--- src/rtl/wallclock_pkg.sv ---
package wallclock_pkg;

  localparam int unsigned NF     = 6;
  localparam int unsigned F_SEC  = 0;
  localparam int unsigned F_MIN  = 1;
  localparam int unsigned F_HR   = 2;
  localparam int unsigned F_DAY  = 3;
  localparam int unsigned F_MON  = 4;
  localparam int unsigned F_YR   = 5;

  localparam int unsigned ADDR_W  = 4;
  localparam int unsigned A_CTRL  = 0;
  localparam int unsigned A_AEN   = 1;
  localparam int unsigned A_PEND  = 2;
  localparam int unsigned A_TIME0 = 3;
  localparam int unsigned A_ALM0  = A_TIME0 + NF;

  localparam int unsigned CB_RUN  = 0;
  localparam int unsigned CB_FAST = 1;
  localparam int unsigned CB_HOLD = 2;
  localparam int unsigned CTRL_W  = 3;
  localparam int unsigned AEN_W   = NF + 1;
  localparam int unsigned AEN_GLB = NF;

  typedef logic [NF-1:0][7:0] cal_t;

  // Lowest legal value of each field: also the wrap target and the reset time.
  localparam cal_t FIELD_BASE = {8'h00, 8'h01, 8'h01, 8'h00, 8'h00, 8'h00};

  function automatic logic [7:0] bcd_inc(input logic [7:0] v);
    if (v[3:0] >= 4'd9) return {v[7:4] + 4'd1, 4'd0};
    return {v[7:4], v[3:0] + 4'd1};
  endfunction

  function automatic logic [7:0] month_len(input logic [7:0] mon, input logic [7:0] yr);
    logic [7:0] ybin;
    ybin = {4'd0, yr[7:4]} * 8'd10 + {4'd0, yr[3:0]};
    case (mon)
      8'h02:                      return (ybin[1:0] == 2'b00) ? 8'h29 : 8'h28;
      8'h04, 8'h06, 8'h09, 8'h11: return 8'h30;
      default:                    return 8'h31;
    endcase
  endfunction

endpackage

--- src/rtl/wallclock_prescaler.sv ---
module wallclock_prescaler #(
  parameter int unsigned DIV = 32768
) (
  input  logic clk,
  input  logic rst_n,
  input  logic tick,
  input  logic run,
  input  logic restart,
  input  logic fast,
  output logic step
);
  localparam int unsigned CW = (DIV > 1) ? $clog2(DIV) : 1;
  localparam logic [CW-1:0] LAST = CW'(DIV - 1);

  logic [CW-1:0] cnt_q, cnt_d;
  logic          cnt_en;

  always_comb begin
    step   = 1'b0;
    cnt_d  = cnt_q;
    cnt_en = 1'b0;
    if (!run || restart) begin
      cnt_d  = '0;
      cnt_en = 1'b1;
    end else if (tick) begin
      cnt_en = 1'b1;
      if (fast || cnt_q == LAST) begin
        step  = 1'b1;
        cnt_d = '0;
      end else begin
        cnt_d = cnt_q + 1'b1;
      end
    end
  end

  always_ff @(posedge clk or negedge rst_n) begin
    if (!rst_n)      cnt_q <= '0;
    else if (cnt_en) cnt_q <= cnt_d;
  end

  assert_cnt_range_R4: assert property (@(posedge clk) disable iff (!rst_n)
    cnt_q <= LAST);

  assert_halt_clear_R6: assert property (@(posedge clk) disable iff (!rst_n)
    !run |=> (cnt_q == '0));

  assert_restart_clear_R4: assert property (@(posedge clk) disable iff (!rst_n)
    restart |=> (cnt_q == '0));

endmodule

--- src/rtl/wallclock_calendar.sv ---
module wallclock_calendar
  import wallclock_pkg::*;
(
  input  logic          clk,
  input  logic          rst_n,
  input  logic          adv,
  input  logic [NF-1:0] wr_en,
  input  logic [7:0]    wr_data,
  output cal_t          cal_q,
  output cal_t          cal_nx
);
  cal_t lim;
  cal_t cal_d;
  logic upd;
  logic carry;

  always_comb begin
    lim        = {8'h99, 8'h12, 8'h00, 8'h23, 8'h59, 8'h59};
    lim[F_DAY] = month_len(cal_q[F_MON], cal_q[F_YR]);
  end

  // Ripple the one-second increment through the fields, lowest first.
  always_comb begin
    cal_nx = cal_q;
    carry  = 1'b1;
    for (int i = 0; i < NF; i++) begin
      if (carry) begin
        if (cal_q[i] >= lim[i]) begin
          cal_nx[i] = FIELD_BASE[i];
        end else begin
          cal_nx[i] = bcd_inc(cal_q[i]);
          carry     = 1'b0;
        end
      end
    end
  end

  always_comb begin
    cal_d = adv ? cal_nx : cal_q;
    for (int i = 0; i < NF; i++) begin
      if (wr_en[i]) cal_d[i] = wr_data;
    end
    upd = adv | (|wr_en);
  end

  always_ff @(posedge clk or negedge rst_n) begin
    if (!rst_n)   cal_q <= FIELD_BASE;
    else if (upd) cal_q <= cal_d;
  end

  assert_day_wrap_R2: assert property (@(posedge clk) disable iff (!rst_n)
    (adv && !(|wr_en) && cal_q[F_SEC] == 8'h59 && cal_q[F_MIN] == 8'h59 && cal_q[F_HR] == 8'h23)
    |=> (cal_q[F_HR] == 8'h00 && cal_q[F_MIN] == 8'h00 && cal_q[F_SEC] == 8'h00));

  assert_leap_feb_R3: assert property (@(posedge clk) disable iff (!rst_n)
    (adv && !(|wr_en) && cal_q[F_SEC] == 8'h59 && cal_q[F_MIN] == 8'h59 && cal_q[F_HR] == 8'h23
     && cal_q[F_DAY] == 8'h28 && cal_q[F_MON] == 8'h02 && cal_q[F_YR] == 8'h04)
    |=> (cal_q[F_DAY] == 8'h29 && cal_q[F_MON] == 8'h02));

endmodule

--- src/rtl/wallclock_alarm.sv ---
module wallclock_alarm
  import wallclock_pkg::*;
(
  input  logic          clk,
  input  logic          rst_n,
  input  logic          adv,
  input  logic          glob_en,
  input  logic [NF-1:0] fld_en,
  input  cal_t          alm,
  input  cal_t          cur,
  input  cal_t          nx,
  input  logic          clr,
  output logic          pend
);
  logic match_cur, match_nx, first, set;
  logic pend_d, pend_en;

  always_comb begin
    match_cur = 1'b1;
    match_nx  = 1'b1;
    for (int i = 0; i < NF; i++) begin
      if (fld_en[i] && cur[i] != alm[i]) match_cur = 1'b0;
      if (fld_en[i] && nx[i]  != alm[i]) match_nx  = 1'b0;
    end
    first   = match_nx & ~match_cur;
    set     = adv & glob_en & first;
    pend_d  = (pend & ~clr) | set;
    pend_en = set | clr;
  end

  always_ff @(posedge clk or negedge rst_n) begin
    if (!rst_n)       pend <= 1'b0;
    else if (pend_en) pend <= pend_d;
  end

  assert_rise_at_step_R8: assert property (@(posedge clk) disable iff (!rst_n)
    $rose(pend) |-> ($past(adv) && $past(glob_en)));

  assert_no_fields_R8: assert property (@(posedge clk) disable iff (!rst_n)
    (fld_en == '0) |=> !$rose(pend));

  assert_set_wins_R9: assert property (@(posedge clk) disable iff (!rst_n)
    (set && clr) |=> pend);

endmodule

--- src/rtl/bcd_calendar_clock.sv ---
module bcd_calendar_clock
  import wallclock_pkg::*;
#(
  parameter int unsigned PRESCALE_DIV = 32768
) (
  input  logic              clk,
  input  logic              rst_n,
  input  logic              tick_32k,
  input  logic              bus_we,
  input  logic [ADDR_W-1:0] bus_addr,
  input  logic [7:0]        bus_wdata,
  output logic [7:0]        bus_rdata,
  output logic              irq_alarm,
  output logic              irq_tick
);
  logic [1:0]        rst_pipe;
  logic              rst_s_n;
  logic [CTRL_W-1:0] ctrl_q;
  logic [AEN_W-1:0]  aen_q;
  cal_t              alm_q;
  cal_t              cal_q, cal_nx;
  logic              defer_q, defer_d;
  logic              tick_pend_q, tick_pend_d, tick_pend_en;
  logic              alm_pend;
  logic [NF-1:0]     wr_time, wr_alm;
  logic              wr_ctrl, wr_aen, wr_pend;
  logic              counting, step, want, adv, time_wr;

  // Asynchronous assertion, synchronous release.
  always_ff @(posedge clk or negedge rst_n) begin
    if (!rst_n) rst_pipe <= 2'b00;
    else        rst_pipe <= {rst_pipe[0], 1'b1};
  end
  assign rst_s_n = rst_pipe[1];

  assign wr_ctrl = bus_we && (bus_addr == ADDR_W'(A_CTRL));
  assign wr_aen  = bus_we && (bus_addr == ADDR_W'(A_AEN));
  assign wr_pend = bus_we && (bus_addr == ADDR_W'(A_PEND));

  for (genvar i = 0; i < NF; i++) begin : g_field
    assign wr_time[i] = bus_we && (bus_addr == ADDR_W'(A_TIME0 + i)) && ctrl_q[CB_RUN];
    assign wr_alm[i]  = bus_we && (bus_addr == ADDR_W'(A_ALM0 + i));
    always_ff @(posedge clk or negedge rst_s_n) begin
      if (!rst_s_n)       alm_q[i] <= 8'h00;
      else if (wr_alm[i]) alm_q[i] <= bus_wdata;
    end
  end

  always_ff @(posedge clk or negedge rst_s_n) begin
    if (!rst_s_n)     ctrl_q <= '0;
    else if (wr_ctrl) ctrl_q <= bus_wdata[CTRL_W-1:0];
  end

  always_ff @(posedge clk or negedge rst_s_n) begin
    if (!rst_s_n)    aen_q <= '0;
    else if (wr_aen) aen_q <= bus_wdata[AEN_W-1:0];
  end

  assign counting = ctrl_q[CB_RUN] & ~ctrl_q[CB_HOLD];
  assign time_wr  = |wr_time;

  wallclock_prescaler #(.DIV(PRESCALE_DIV)) u_presc (
    .clk     (clk),
    .rst_n   (rst_s_n),
    .tick    (tick_32k),
    .run     (counting),
    .restart (wr_time[F_SEC]),
    .fast    (ctrl_q[CB_FAST]),
    .step    (step)
  );

  // A step colliding with a time write waits one cycle; a seconds write drops it.
  always_comb begin
    want    = (step | defer_q) & counting;
    adv     = want & ~time_wr;
    defer_d = want & time_wr & ~wr_time[F_SEC];
  end

  always_ff @(posedge clk or negedge rst_s_n) begin
    if (!rst_s_n) defer_q <= 1'b0;
    else          defer_q <= defer_d;
  end

  wallclock_calendar u_cal (
    .clk     (clk),
    .rst_n   (rst_s_n),
    .adv     (adv),
    .wr_en   (wr_time),
    .wr_data (bus_wdata),
    .cal_q   (cal_q),
    .cal_nx  (cal_nx)
  );

  wallclock_alarm u_alarm (
    .clk     (clk),
    .rst_n   (rst_s_n),
    .adv     (adv),
    .glob_en (aen_q[AEN_GLB]),
    .fld_en  (aen_q[NF-1:0]),
    .alm     (alm_q),
    .cur     (cal_q),
    .nx      (cal_nx),
    .clr     (wr_pend & bus_wdata[0]),
    .pend    (alm_pend)
  );

  always_comb begin
    tick_pend_d  = (tick_pend_q & ~(wr_pend & bus_wdata[1])) | adv;
    tick_pend_en = adv | wr_pend;
  end

  always_ff @(posedge clk or negedge rst_s_n) begin
    if (!rst_s_n)          tick_pend_q <= 1'b0;
    else if (tick_pend_en) tick_pend_q <= tick_pend_d;
  end

  assign irq_alarm = alm_pend;
  assign irq_tick  = tick_pend_q;

  always_comb begin
    bus_rdata = 8'h00;
    if (bus_addr == ADDR_W'(A_CTRL)) bus_rdata = {{(8-CTRL_W){1'b0}}, ctrl_q};
    if (bus_addr == ADDR_W'(A_AEN))  bus_rdata = {{(8-AEN_W){1'b0}}, aen_q};
    if (bus_addr == ADDR_W'(A_PEND)) bus_rdata = {6'd0, tick_pend_q, alm_pend};
    for (int i = 0; i < NF; i++) begin
      if (bus_addr == ADDR_W'(A_TIME0 + i)) bus_rdata = ctrl_q[CB_RUN] ? cal_q[i] : 8'h00;
      if (bus_addr == ADDR_W'(A_ALM0 + i))  bus_rdata = alm_q[i];
    end
  end

  assert_tick_at_step_R9: assert property (@(posedge clk) disable iff (!rst_s_n)
    $rose(tick_pend_q) |-> $past(adv));

  assert_frozen_R5: assert property (@(posedge clk) disable iff (!rst_s_n)
    !ctrl_q[CB_RUN] |=> $stable(cal_q));

  assert_defer_cause_R11: assert property (@(posedge clk) disable iff (!rst_s_n)
    defer_q |-> $past(time_wr));

endmodule

--- config.mk ---
export PLATFORM = sky130hd
export DESIGN_NAME = bcd_calendar_clock
export DESIGN_NICKNAME = d
export VERILOG_FILES = /design/src/rtl/wallclock_pkg.sv /design/src/rtl/wallclock_prescaler.sv /design/src/rtl/wallclock_calendar.sv /design/src/rtl/wallclock_alarm.sv /design/src/rtl/bcd_calendar_clock.sv
export SDC_FILE = /design/constraint.sdc
export NUM_CORES = 1
export LEC_CHECK = 0
export ABC_CLOCK_PERIOD_IN_PS = 4900
export BUFFER_PORTS_ARGS = -buffer_cell sky130_fd_sc_hd__buf_4
export CORE_MARGIN = 4
export CORE_UTILIZATION = 50
export CTS_CLUSTER_SIZE = 40
export DETAILED_ROUTE_END_ITERATION = 7
export MAX_ROUTING_LAYER = met4
export PLACE_DENSITY = 0.66
export SLEW_MARGIN = 20
export SYNTH_ARGS = -nofsm -noshare
export SYNTH_HDL_FRONTEND = slang
export SYNTH_HIERARCHICAL = 1
export SYNTH_SLANG_ARGS = --single-unit
--- constraint.sdc ---
create_clock -name clk -period 4.9 [get_ports clk]
set_input_delay 0.98 -clock clk [delete_from_list [all_inputs] [get_ports clk]]
set_output_delay 0.98 -clock clk [all_outputs]
set_load 0.01 [all_outputs]
==> impl_metrics.ini <==
[die]
placement_rows = 51
initial_utilization_pct = 51.3
ios = 26
coreArea_um2 = 19700
dieArea_um2 = 22500
die_y_um = 150
die_x_um = 150

[timing]
drv_slew = 0
worstMarginPinSlew_ns = 0.964
finalHoldViolations = 0
timing.fmax_mhz = 224
rsz0062_at_grt = false
relSlewSlack_pct = 35.4
setup_viol = 0
fin_crit_sh_pct = 91.0
clock_skew_ns = 0.00683
period_minus_slack_ns = 4.46
fin_tns_setup_ns = 0

[cells_and_area]
insertedDiodeCount = 0
syn_to_final_growth_pct = 9.41
register_area_um2 = 3160
n_fill_cell = 1821
drive_above_1_share_pct = 16.1
multiInputGateArea_um2 = 6430
nNetsFinal = 1197
final_cell_area_um2 = 11000

[drt]
drt-initial-drc-count = 1215
vias = 9140
drc_errors = 0
dr.pass1.iters = 7
detail-route-antenna-nets = 0
avgRoutedWirePerCell_um = 22.8
totalWireLength_mm = 32.4
vias_per_cell = 6.42

[synth]
syn_nets = 1200
synth.ff_latch_count = 126
synth_edf_count = 0
ys_seq_area_share_pct = 31.3
yosysWarnings = 6
ys.flop_type = dfrtp_1
syn_area_per_cell_um2 = 8.78
synth_area_um2 = 10100
synthCells = 1149
synth_cell_types = 102
async_flop_share_pct = 100

[critical_path]
r2r-start = u_cal/cal_q[32]
cp_data_arrival_time_ns = 4.79
worstSetupStartpointType = flop
cp.required_ns = 5.22
cp_max_fo = 14
end_kind = flop
startpoint = u_cal/cal_q[32]
crit_type = flop to flop

[power_and_ir_drop]
irDropWorstVdd_v = 0.000212
p_leak_nw = 4.29
power_density_nw_per_um2 = 464

[global_route]
grt_max_degree = 52
grt_usage_pct = 30.2
overflow = 0
antenna_found_initial = 1
grt_pass1_wl_mm = 50.9
grt_pass1_vias = 8706

[clock_network]
cts_num_sinks = 126
cts_tree = built
htreeDepth = 4
ctsResizeCount = 0
post-cts-setup-buffer-count = 0
hold_buffers = 0
cts_buffers = 17
clk_pin_slew_ns = 0.06
clock-root-buffer = clkbuf_16
cts_buffer_depth = 2
clk_latency_ns = 0.43

[run_status]
status = finished clean

[hold_path]
min_path_type = flop to asynchronous set/reset pin

[placement]
routabilityCongestion = 1.01
portBuffers = 25
placed_area_um2 = 10400
place_hpwl_mm = 22.9

[flow_run]
max-cap-violations = 0
cells in the final DEF, fill, tap and decap left out, drive strengths merged, types with 35 or more instances in the layout:
| cell type | netlist | final |
|---|---|---|
| a21oi | 59 | 59 |
| buf | 39 | 41 |
| dfrtp | 124 | 124 |
| ha | 35 | 35 |
| inv | 44 | 45 |
| mux2 | 68 | 68 |
| nand2 | 88 | 88 |
| nand4 | 37 | 37 |
| nor2 | 82 | 82 |
| o21ai | 109 | 109 |
| xnor2 | 85 | 85 |
report_power, final:
| group | internal (mW) | switching [mW] |
|---|---|---|
| Clock | 0.843 | 0.507 |
| Sequential | 1.28 | 0.544 |
| Combinational | 0.890 | 1.06 |
| Total | 3.02 | 2.11 |
Yosys cell counts, drive strengths merged, types with 28 or more instances:
cell type  count  area share (%)
a21oi         59             3.0
buf           39             2.6
dfrtp        124              31
ha            35             4.3
inv           44             1.6
mux2          68             7.6
nand2         88             3.3
nand3         28             1.6
nand4         37             2.4
nor2          82             3.3
nor3          33             1.8
o21ai        109             5.6
xnor2         85             7.4
final cells by class:
cell class	count	share of cell area, %
timing repair buffer	41	2.79
tap	265	3.01
sequential	126	28.6
clock buffer	20	4.23
clock inverter	12	1.45
inverter	46	1.57
multi-input combinational	914	58.3
metal layers:
layer	track usage, %	up-vias	routed length (um)
li1	-	4186	-
met1	41.7	4425	14200
met2	43.7	438	14200
met3	6.39	91	2840
met4	10.8	0	1170
met5	-	-	0
per-stage QoR:
stage          power [mW]  hold WS [ns]  util (%)  setup slack [ns]  cells
2_1_floorplan        3.15         0.331         -              1.13   1149
3_3_place_gp         3.69         0.288      52.9             0.692   1392
3_5_place_dp         3.72         0.291      52.9             0.523   1392
4_1_cts              5.09         0.298      56.1             0.510   1424
5_1_grt              5.42         0.303      56.1            0.0798   1424
6_report             5.12         0.275      56.1             0.439   1424
path summary, 6_finish.rpt:
| path | to | slack, ns | cells past startpoint |
|---|---|---|---|
| worst max-delay path | u_alarm/pend | 0.44 | 18 |
| worst min-delay path | u_presc/cnt_q[5] | 0.28 | 0 |
| worst max register to register | u_alarm/pend | 0.44 | 18 |
| worst min register to register | u_presc/cnt_q[5] | 0.28 | 0 |
| max in group asynchronous | u_cal/cal_q[37] | 3.60 | 1 |
| min in group clk | rst_pipe[1] | 0.35 | 0 |
logic make-up after synthesis:
family | synth area share [%]
AO/OA/AOI/OAI | 20.0
adder cells (fa/ha/maj) | 4.34
XOR/XNOR | 9.47
AND/OR/NAND/NOR | 20.9
multiplexers | 8.69
buffers and inverters | 5.21
other | 0.0745
flip-flops | 31.3
critical path: stages (launching register included):
cell     delay (ns)
dfstp_2        0.63
inv_1          0.10
ha_1           0.25
o21ai_0        0.16
o21ai_0        0.09
a32oi_1        0.21
nor3_1         0.09
nor2_1         0.13
ha_1           0.16
a21oi_1        0.07
o21ai_1        0.39
o21ai_2        0.15
nor2_1         0.67
a31oi_1        0.28
xnor2_1        0.21
nand4_1        0.11
o21ai_0        0.23
nand3_1        0.12
o32ai_1        0.30
flip-flops by register name, indices dropped and copies added, names as in the netlist:
register / cells
alm_q: 48
u_cal/cal_q: 48
u_presc/cnt_q: 15
aen_q: 7
ctrl_q: 3
rst_pipe: 2
defer_q: 1
irq_tick: 1
u_alarm/pend: 1
(Power assumes the default switching activity.)
